===== src/rtl/pport_pkg.sv =====
package pport_pkg;
  typedef enum logic [1:0] {
    PM_OUT    = 2'd0,
    PM_IN     = 2'd1,
    PM_BIDIR  = 2'd2,
    PM_BITCTL = 2'd3
  } pmode_t;

  localparam logic [1:0] REG_DATA = 2'd0;
  localparam logic [1:0] REG_MODE = 2'd1;
  localparam logic [1:0] REG_MASK = 2'd2;
  localparam logic [1:0] REG_STAT = 2'd3;
endpackage


===== src/rtl/pport_sync.sv =====
module pport_sync (
  input  logic clk,
  input  logic rst,
  input  logic stb_n,
  output logic lo,
  output logic rise
);
  logic [2:0] sh;

  always_ff @(posedge clk) begin
    if (rst) sh <= 3'b111;
    else     sh <= {sh[1:0], stb_n};
  end

  assign lo   = ~sh[1];
  assign rise = sh[1] & ~sh[2];
endmodule


===== src/rtl/pport_chan.sv =====
module pport_chan
  import pport_pkg::*;
#(
  parameter int DW          = 8,
  parameter bit ALLOW_BIDIR = 1'b0
) (
  input  logic          clk,
  input  logic          rst,
  input  logic [1:0]    reg_sel,
  input  logic          wr_en,
  input  logic          rd_en,
  input  logic [DW-1:0] wdata,
  input  logic          force_bitctl,
  input  logic          main_lo,
  input  logic          main_rise,
  input  logic          aux_lo,
  input  logic          aux_rise,
  input  logic [DW-1:0] pin_in,
  output pmode_t        mode,
  output logic [DW-1:0] rd_val,
  output logic [DW-1:0] pin_out,
  output logic [DW-1:0] pin_oe,
  output logic          rdy_main,
  output logic          rdy_aux
);
  logic [DW-1:0] out_q, in_q, mask_q, pin_q;
  logic          done_q;
  logic          mode_wr, data_wr, mask_wr, data_rd, stat_rd, mode_ok;
  pmode_t        new_mode;

  assign mode_wr  = wr_en && reg_sel == REG_MODE;
  assign data_wr  = wr_en && reg_sel == REG_DATA;
  assign mask_wr  = wr_en && reg_sel == REG_MASK;
  assign data_rd  = rd_en && reg_sel == REG_DATA;
  assign stat_rd  = rd_en && reg_sel == REG_STAT;
  assign new_mode = pmode_t'(wdata[1:0]);
  assign mode_ok  = ALLOW_BIDIR || (new_mode != PM_BIDIR);
  assign pin_out  = out_q;

  always_ff @(posedge clk) begin
    if (rst) begin
      mode     <= PM_BITCTL;
      out_q    <= '0;
      in_q     <= '0;
      mask_q   <= '0;
      pin_q    <= '0;
      pin_oe   <= '0;
      done_q   <= 1'b0;
      rdy_main <= 1'b0;
      rdy_aux  <= 1'b0;
    end else begin
      pin_q <= pin_in;
      case (mode)
        PM_OUT:   pin_oe <= '1;
        PM_IN:    pin_oe <= '0;
        PM_BIDIR: pin_oe <= main_lo ? '1 : '0;
        default:  pin_oe <= mask_q;
      endcase
      if (data_wr) out_q  <= wdata;
      if (mask_wr) mask_q <= wdata;

      if (force_bitctl && mode != PM_BITCTL) begin
        mode     <= PM_BITCTL;
        rdy_main <= 1'b0;
        rdy_aux  <= 1'b0;
      end else if (mode_wr && !force_bitctl && mode_ok) begin
        mode     <= new_mode;
        done_q   <= 1'b0;
        rdy_main <= (new_mode == PM_IN);
        rdy_aux  <= (new_mode == PM_BIDIR);
      end else begin
        if (stat_rd) done_q <= 1'b0;
        case (mode)
          PM_OUT: begin
            if (main_rise && rdy_main) begin
              rdy_main <= 1'b0;
              done_q   <= 1'b1;
            end
            if (data_wr) rdy_main <= 1'b1;
          end
          PM_IN: begin
            if (main_lo && rdy_main)   in_q     <= pin_in;
            if (main_rise && rdy_main) rdy_main <= 1'b0;
            if (data_rd && !rdy_main)  rdy_main <= 1'b1;
          end
          PM_BIDIR: begin
            if (main_rise && rdy_main) begin
              rdy_main <= 1'b0;
              done_q   <= 1'b1;
            end
            if (data_wr) rdy_main <= 1'b1;
            if (aux_lo && rdy_aux)   in_q    <= pin_in;
            if (aux_rise && rdy_aux) rdy_aux <= 1'b0;
            if (data_rd && !rdy_aux) rdy_aux <= 1'b1;
          end
          default: ;
        endcase
      end
    end
  end

  always_comb begin
    rd_val = '0;
    case (reg_sel)
      REG_DATA: begin
        if (mode == PM_OUT)         rd_val = out_q;
        else if (mode == PM_BITCTL) rd_val = (pin_q & ~mask_q) | (out_q & mask_q);
        else                        rd_val = in_q;
      end
      REG_MODE: rd_val[1:0] = mode;
      REG_MASK: rd_val = mask_q;
      default:  rd_val[2:0] = {done_q, rdy_aux, rdy_main};
    endcase
  end
endmodule


===== src/rtl/pport_pair.sv =====
module pport_pair
  import pport_pkg::*;
#(
  parameter int DW = 8,
  parameter int AW = 4
) (
  input  logic          clk,
  input  logic          rst,
  input  logic [AW-1:0] cpu_addr,
  input  logic          cpu_wr,
  input  logic          cpu_rd,
  input  logic [DW-1:0] cpu_wdata,
  output logic [DW-1:0] cpu_rdata,
  input  logic [DW-1:0] a_pin_in,
  output logic [DW-1:0] a_pin_out,
  output logic [DW-1:0] a_pin_oe,
  output logic          a_rdy,
  input  logic          a_stb_n,
  input  logic [DW-1:0] b_pin_in,
  output logic [DW-1:0] b_pin_out,
  output logic [DW-1:0] b_pin_oe,
  output logic          b_rdy,
  input  logic          b_stb_n
);
  localparam int NPORT = 2;
  localparam int SW    = AW - 2;

  logic [SW-1:0]    port_sel;
  logic [1:0]       reg_sel;
  logic [NPORT-1:0] stb_vec, lo_vec, rise_vec, hit;
  logic [DW-1:0]    a_rd, b_rd;
  logic             a_aux, b_main, b_aux;
  pmode_t           a_mode, b_mode;

  assign port_sel = cpu_addr[AW-1:2];
  assign reg_sel  = cpu_addr[1:0];
  assign stb_vec  = {b_stb_n, a_stb_n};

  for (genvar g = 0; g < NPORT; g++) begin : g_port
    assign hit[g] = (port_sel == SW'(g));
    pport_sync u_sync (
      .clk(clk), .rst(rst), .stb_n(stb_vec[g]),
      .lo(lo_vec[g]), .rise(rise_vec[g])
    );
  end

  pport_chan #(.DW(DW), .ALLOW_BIDIR(1'b1)) u_chan_a (
    .clk(clk), .rst(rst), .reg_sel(reg_sel),
    .wr_en(cpu_wr && hit[0]), .rd_en(cpu_rd && hit[0]), .wdata(cpu_wdata),
    .force_bitctl(1'b0),
    .main_lo(lo_vec[0]), .main_rise(rise_vec[0]),
    .aux_lo(lo_vec[1]), .aux_rise(rise_vec[1]),
    .pin_in(a_pin_in), .mode(a_mode), .rd_val(a_rd),
    .pin_out(a_pin_out), .pin_oe(a_pin_oe),
    .rdy_main(a_rdy), .rdy_aux(a_aux)
  );

  pport_chan #(.DW(DW), .ALLOW_BIDIR(1'b0)) u_chan_b (
    .clk(clk), .rst(rst), .reg_sel(reg_sel),
    .wr_en(cpu_wr && hit[1]), .rd_en(cpu_rd && hit[1]), .wdata(cpu_wdata),
    .force_bitctl(a_mode == PM_BIDIR),
    .main_lo(lo_vec[1]), .main_rise(rise_vec[1]),
    .aux_lo(1'b0), .aux_rise(1'b0),
    .pin_in(b_pin_in), .mode(b_mode), .rd_val(b_rd),
    .pin_out(b_pin_out), .pin_oe(b_pin_oe),
    .rdy_main(b_main), .rdy_aux(b_aux)
  );

  assign b_rdy = (a_mode == PM_BIDIR) ? a_aux : (b_main | b_aux);

  always_ff @(posedge clk) begin
    if (rst) cpu_rdata <= '0;
    else if (cpu_rd) begin
      if (hit[0])      cpu_rdata <= a_rd;
      else if (hit[1]) cpu_rdata <= b_rd;
      else             cpu_rdata <= '0;
    end
  end
endmodule


===== config.mk =====
export PLATFORM = sky130hd
export DESIGN_NAME = pport_pair
export DESIGN_NICKNAME = d
export VERILOG_FILES = /design/src/rtl/pport_pkg.sv /design/src/rtl/pport_sync.sv /design/src/rtl/pport_chan.sv /design/src/rtl/pport_pair.sv
export SDC_FILE = /design/constraint.sdc
export NUM_CORES = 1
export LEC_CHECK = 0
export BUFFER_PORTS_ARGS = -buffer_cell sky130_fd_sc_hd__buf_2
export CORE_AREA = 2 2 122 95
export CTS_CLUSTER_SIZE = 8
export DETAILED_ROUTE_END_ITERATION = 8
export DIE_AREA = 0 0 124 97
export SETUP_SLACK_MARGIN = 0.15
export SLEW_MARGIN = 0
export SYNTH_ARGS = -nofsm -noshare
export SYNTH_HDL_FRONTEND = slang
export SYNTH_SLANG_ARGS = --single-unit
export TNS_END_PERCENT = 30

===== constraint.sdc =====
create_clock -name clk -period 2.25 [get_ports clk]
set_input_delay 0.1125 -clock clk [delete_from_list [all_inputs] [get_ports clk]]
set_output_delay 0.1125 -clock clk [all_outputs]
set_load 0.01 [all_outputs]

==> results.sh, run 1 <==
export IMPL_final_setup_viol_count=0
export IMPL_reg2regPathDepth=5
export IMPL_grt_pass1_wl_um=21200
export IMPL_setup_total_negative_slack_ns=0
export IMPL_routedWlPerCell_um=18.2
export IMPL_synthToLayoutAreaGrowth_pct=19.4
export IMPL_worst_clock_skew_ns=0.00800
export IMPL_fin_hold_ws_ns=-0.000616
export IMPL_synth_warning_count=0
export IMPL_worstSetupPathType="register to register"
export IMPL_crit_reg2reg_launch="u_chan_b.mode[1]"
export IMPL_critical_path_n_buffers_inverters=1
export IMPL_remaining_drc_errors=0
export IMPL_floorplan_rows=33
export IMPL_tritoncts_num_sinks=104
export IMPL_finalCoreUtilization=0.531
export IMPL_die_area_um2=12000
export IMPL_synthesis_area_um2=4770
export IMPL_post_synth_arst_share=0
export IMPL_slowest_library_cell_on_the_worst_path="sky130_fd_sc_hd__dfxtp_1"
export IMPL_grt_pass1_vias=3864
export IMPL_track_usage=0.230
export IMPL_synth_seq_area_share=0.436
export IMPL_floorplan_initialDensity=0.444
export IMPL_critical_path_peak_fanout=17
export IMPL_clk_transition_reported_paths_ns=0.07
export IMPL_synth_lib_cells_used_distinct=66
export IMPL_critical_path_cell_count=5
export IMPL_final_setup_worst_slack_ns=0.402
export IMPL_cts_made_buffers=9
export IMPL_tritoncts="done"
export IMPL_design_portCount=76
export IMPL_crit_required_ns=2.48
export IMPL_timing_critical_path_from_type="register"
export IMPL_place_hpwl_um=9750
export IMPL_min_path_type="primary input to register"
export IMPL_slew_violations=0
export IMPL_cts_htree_levels=3
export IMPL_slew_headroom=0.523
export IMPL_postSynthAreaPerCell_um2=9.00
export IMPL_grt_overflow=0
export IMPL_clock_latency_ns=0.36
export IMPL_layout_min_cycle_time_ns=1.85
export IMPL_violations_in_the_final_reports="negative hold slack"
export IMPL_timing_critical_path_max_delay_family="flip-flops"
export IMPL_most_common_layout_cells="104 x sky130_fd_sc_hd__dfxtp_1, 75 x sky130_fd_sc_hd__buf_2, 49 x sky130_fd_sc_hd__mux2i_1"
export IMPL_ys_flop_type="sky130_fd_sc_hd__dfxtp_1"
export IMPL_cts_post_setup_buffers_inserted=0
export IMPL_core_area_um2=10700
export IMPL_most_common_cell_after_layout_fill_and_taps_aside="sky130_fd_sc_hd__dfxtp_1"
export IMPL_cp_cell_sequence="buf_4 -> and2_1 -> nand2_1 -> a311oi_1 -> a211oi_1"
export IMPL_fp_dieH_um=97
export IMPL_worst_slew_pin_transition_ns=0.709
export IMPL_mappedNetlistNets=564
export IMPL_cap_violations=0
export IMPL_outcome="complete, but fails checks"
export IMPL_share_of_post_route_cells_with_drive_strength_above_1=0.204
export IMPL_synthesis_instances=530
export IMPL_static_leakage_power_nw=2.53
export IMPL_ys_seq_elements=104
export IMPL_timing_critical_path_from="u_chan_b.mode[1]"
export IMPL_firstDrtPassIters=5
export IMPL_cp_data_arrival_time_ns=2.08
export IMPL_grt_antenna_before_repair=0
export IMPL_cts_resized=0
export IMPL_place_gp_congestion=0.855
export IMPL_n_antenna_cell=0
export IMPL_ir_drop_uv=372
export IMPL_placement_io_buffers=75
export IMPL_buffer_type_at_the_clock_tree_root="sky130_fd_sc_hd__clkbuf_16"
export IMPL_routed_wirelength_um=13700
export IMPL_number_of_enable_type_register_cells_in_the_synthesized_netlist=0
export IMPL_postCtsHoldBufs=16
export IMPL_clock_fmax_ghz=0.541
export IMPL_pwr_density_cell_nw_per_um2=658
export IMPL_final_hold_viol_count=1
export IMPL_finalNetCount=641
export IMPL_grt_max_degree=43
export IMPL_critPathCaptureType="register"
export IMPL_worst_r2r_endpoint="cpu_rdata[0]"
export IMPL_die_width_um=124
export IMPL_critical_path_max_stage_delay_ns=0.69
export IMPL_rsz0062_at_grt="false"
export IMPL_regToRegSetupSlack_ns=0.40
export IMPL_critical_path_endpoint="cpu_rdata[0]"
export IMPL_ctsLongestPathBuffers=2
export IMPL_initialDrtViolationCount=387
export IMPL_dp_worst_setup_slack_ns=0.462
export IMPL_routed_via_density=5.69
export IMPL_detail_route_antenna_nets=0
export IMPL_num_vias=4282
export IMPL_final_min_period_over_clock_period=0.821
## cells by family after synthesis
logic type | synth area share
simple gates | 0.214
xor+xnor | 0.00184
flops | 0.436
buf+inv | 0.0493
mux | 0.108
compound gates | 0.191
## registers in the layout, summed over array words and instances (netlist names), 2 cells and up
register and cells:
u_chan_b.pin_out 8, u_chan_b.in_q 8, u_chan_a.pin_oe 8, g_port.u_sync.sh 6, u_chan_b.mode 2, u_chan_a.in_q 8, u_chan_a.mask_q 8, cpu_rdata 8
u_chan_b.pin_q 8, u_chan_a.pin_q 8, u_chan_a.mode 2, u_chan_b.mask_q 8, u_chan_a.pin_out 8, u_chan_b.pin_oe 8
## metrics by stage
stage	cell area [um2]	total power (W)	cells	hold WS, ns
final	5700	0.00375	752	-0.000616
after global routing	5700	0.00387	752	0.00291
after detailed placement	5250	0.00222	720	0.299
after floorplan	4770	0.00211	530	0.216
after global placement	5250	0.00222	720	0.297
after CTS	5700	0.00377	752	0.000708
## cell type report
cell class,count,area (um2)
fill,1024,5040
multi-input combinational,377,2450
sequential,104,2080
timing repair buffer,107,668
clock buffer,10,239
tap,140,175
clock inverter,6,50.0
inverter,8,30.0
## worst min-delay path by stage
stage                      startpoint                     end  cells after the start
final                     b_pin_in[1]       u_chan_b.pin_q[1]                      2
after CTS                 b_pin_in[1]       u_chan_b.pin_q[1]                      2
after global routing      b_pin_in[1]       u_chan_b.pin_q[1]                      2
after floorplan               a_stb_n  g_port[0].u_sync.sh[0]                      1
after global placement        a_stb_n  g_port[0].u_sync.sh[0]                      2
after detailed placement      b_stb_n  g_port[1].u_sync.sh[0]                      2
## synth_stat cells, types with 3 or more instances
master                     instances  area share
sky130_fd_sc_hd__nand2_1          35       0.028
sky130_fd_sc_hd__a2111o_1          5       0.012
sky130_fd_sc_hd__buf_2            11       0.012
sky130_fd_sc_hd__dfxtp_1         104        0.44
sky130_fd_sc_hd__and3_1            3      0.0039
sky130_fd_sc_hd__o221ai_1          3      0.0055
sky130_fd_sc_hd__and3b_1           4      0.0073
sky130_fd_sc_hd__a211oi_1          5      0.0079
sky130_fd_sc_hd__o21ai_0          29       0.030
sky130_fd_sc_hd__a31oi_1          10       0.013
sky130_fd_sc_hd__a21oi_1          43       0.045
sky130_fd_sc_hd__nor2_1           46       0.036
sky130_fd_sc_hd__or2_2             8       0.010
sky130_fd_sc_hd__inv_1             7      0.0055
sky130_fd_sc_hd__a21o_1            3      0.0047
sky130_fd_sc_hd__mux2i_1          49        0.10
sky130_fd_sc_hd__nor3_1            6      0.0063
sky130_fd_sc_hd__buf_6             3      0.0071
sky130_fd_sc_hd__buf_4             4      0.0063
sky130_fd_sc_hd__o211ai_1          5      0.0079
sky130_fd_sc_hd__nand3_1          16       0.017
sky130_fd_sc_hd__nor4_1            5      0.0066
sky130_fd_sc_hd__o22ai_1           7      0.0092
sky130_fd_sc_hd__nor3b_1           7       0.011
sky130_fd_sc_hd__nand3b_1          4      0.0063
sky130_fd_sc_hd__nand2b_1         14       0.018
sky130_fd_sc_hd__nor2b_1          25       0.033
sky130_fd_sc_hd__clkbuf_1         21       0.017
## power by group
| group | switching, W | internal [W] |
|---|---|---|
| combinational | 0.000180 | 0.000124 |
| sequential | 0.0000262 | 0.00187 |
| clock | 0.000744 | 0.000797 |
## per-layer routing
layer | track usage | vias up | wire length [um]
met2 | 0.332 | 153 | 6050
li1 | - | 2056 | -
met4 | 0.0717 | 0 | 277
met3 | 0.0531 | 20 | 831
met1 | 0.338 | 2053 | 6560
met5 | 0 | - | 0
Power figures use the tool's default switching activity.
==> run 2: changes to the inputs <==
--- a/config.mk
+++ b/config.mk
@@ -10,6 +10,7 @@
 export CTS_CLUSTER_SIZE = 8
 export DETAILED_ROUTE_END_ITERATION = 8
 export DIE_AREA = 0 0 124 97
+export PLACE_DENSITY = 0.67
 export SETUP_SLACK_MARGIN = 0.15
 export SLEW_MARGIN = 0
 export SYNTH_ARGS = -nofsm -noshare
==> constraint.sdc (replaced) <==
create_clock -name clk -period 1.5 [get_ports clk]
set_input_delay 0.075 -clock clk [delete_from_list [all_inputs] [get_ports clk]]
set_output_delay 0.075 -clock clk [all_outputs]
set_load 0.01 [all_outputs]
==> results.sh, run 2 (synthesis gave the netlist of run 1 again) <==
export IMPL_min_path_type="primary input to register"
export IMPL_rsz0062_at_grt="true"
export IMPL_share_of_post_route_cells_with_drive_strength_above_1=0.282
export IMPL_track_usage=0.239
export IMPL_seqCellArea_um2=2100
export IMPL_tritoncts_num_sinks=104
export IMPL_clk_transition_reported_paths_ns=0.07
export IMPL_cp_cell_sequence="bufbuf_16 -> nor3b_1 -> a2111o_1 -> a31oi_1"
export IMPL_core_area_um2=10700
export IMPL_clock_fmax_ghz=0.686
export IMPL_grt_overflow=0
export IMPL_routed_wirelength_um=14200
export IMPL_layout_min_cycle_time_ns=1.46
export IMPL_finalCoreUtilization=0.586
export IMPL_fin_hold_ws_ns=0.0140
export IMPL_final_setup_viol_count=0
export IMPL_number_of_fill_cells_in_the_layout=959
export IMPL_slowest_library_cell_on_the_worst_path="sky130_fd_sc_hd__a2111o_1"
export IMPL_design_portCount=76
export IMPL_crit_required_ns=1.78
export IMPL_cts_htree_levels=3
export IMPL_synthToLayoutAreaGrowth_pct=31.8
export IMPL_grt_busiest_layer="met2"
export IMPL_finish_instance_area_um2=6290
export IMPL_routedWlPerCell_um=17.9
export IMPL_place_hpwl_um=10200
export IMPL_slew_headroom=0.639
export IMPL_place_gp_congestion=0.871
export IMPL_critical_path_max_stage_delay_ns=0.41
export IMPL_grt_antenna_before_repair=0
export IMPL_met3_capacity_usage_during_global_routing=0.0460
export IMPL_grt_pass1_wl_um=22300
export IMPL_use_met2=0.357
export IMPL_detail_route_antenna_nets=0
export IMPL_floorplan_rows=33
export IMPL_placed_cell_area_um2=5610
export IMPL_buffer_type_at_the_clock_tree_root="sky130_fd_sc_hd__clkbuf_16"
export IMPL_most_common_cell_after_layout_fill_and_taps_aside="sky130_fd_sc_hd__dfxtp_1"
export IMPL_grt_pass1_vias=4254
export IMPL_clock_latency_ns=0.35
export IMPL_final_min_period_over_clock_period=0.972
export IMPL_die_area_um2=12000
export IMPL_firstDrtPassIters=4
export IMPL_placement_io_buffers=75
export IMPL_timing_critical_path_max_delay_family="compound AO/OA/AOI/OAI gates"
export IMPL_cts_made_buffers=9
export IMPL_worstSetupPathType="register to register"
export IMPL_worst_slew_pin_transition_ns=0.540
export IMPL_cp_data_arrival_time_ns=1.74
export IMPL_slew_violations=0
export IMPL_finalNetCount=685
export IMPL_grt_max_degree=38
export IMPL_ctsLongestPathBuffers=2
export IMPL_final_hold_viol_count=0
export IMPL_timing_critical_path_from_type="register"
export IMPL_design_power_total_w=0.00577
export IMPL_pwr_density_cell_nw_per_um2=918
export IMPL_cap_violations=0
export IMPL_critPathCaptureType="register"
export IMPL_ir_drop_uv=679
export IMPL_most_common_layout_cells="99 x sky130_fd_sc_hd__dfxtp_1, 75 x sky130_fd_sc_hd__buf_2, 48 x sky130_fd_sc_hd__mux2i_1"
export IMPL_num_vias=4533
export IMPL_die_width_um=124
export IMPL_static_leakage_power_nw=2.82
export IMPL_remaining_drc_errors=0
export IMPL_area_occupied_by_multi_input_gates_um2=2540
export IMPL_floorplan_initialDensity=0.444
export IMPL_routed_via_density=5.70
export IMPL_worst_clock_skew_ns=0.00981
export IMPL_n_antenna_cell=0
export IMPL_outcome="finished clean"
export IMPL_critical_path_peak_fanout=23
export IMPL_gr_util_met1=0.352
export IMPL_fp_dieH_um=97
export IMPL_tritoncts="done"
export IMPL_critical_path_n_buffers_inverters=1
export IMPL_initialDrtViolationCount=312
## run 2: what timing repair did
action	4_1_cts	5_1_grt
pin swaps	9	21
hold buffers	18	0
endpoints found under the hold margin	33	0
endpoints found under the setup margin	39	33
gates resized for setup	15	15
gates cloned	2	0
buffers inserted	3	0
## run 2: layout make-up
type                    instances  share of cell area
clock inverters                 4             0.00856
clock buffers                  11              0.0386
repair buffers                151               0.183
multi-input cells             377               0.404
well taps                     140              0.0279
flip-flops and latches        104               0.333
inverters                       8             0.00478
## run 2: routing by layer
metal,vias to the layer above,routed length (um)
met5,-,0
met4,0,188
met3,16,1060
met2,173,6240
met1,2194,6720
li1,2150,-
## run 2: power by group
| part | leakage, nW | internal [W] | switching [W] |
|---|---|---|---|
| clock | 0.138 | 0.00134 | 0.00103 |
| combinational | 1.84 | 0.000259 | 0.000300 |
| sequential | 0.844 | 0.00281 | 0.0000374 |
| total | 2.82 | 0.00441 | 0.00137 |
## run 2: path summary, 6_finish.rpt
check,from,endpoint,slack (ns),cells past startpoint
setup / recovery,u_chan_a.mode[0],cpu_rdata[2],0.04,4
hold / removal,cpu_wdata[4],u_chan_b.mask_q[4],0.01,3
setup reg to reg,u_chan_a.mode[0],cpu_rdata[2],0.04,4
hold reg to reg,g_port[0].u_sync.sh[0],g_port[0].u_sync.sh[1],0.44,1
## run 2: worst min-delay path, cell delays in order
cell and delay, ns:
sky130_fd_sc_hd__buf_2 0.13, sky130_fd_sc_hd__nand2_1 0.06, sky130_fd_sc_hd__a21oi_1 0.05
## run 2: metrics by stage
stage                     setup TNS, ns  cells  setup WS, ns
after floorplan                       0    530         0.120
after global placement                0    757        0.0265
after detailed placement       -0.00898    757      -0.00898
after CTS                             0    795        0.0588
after global routing            -0.0317    795       -0.0205
final                                 0    795        0.0416
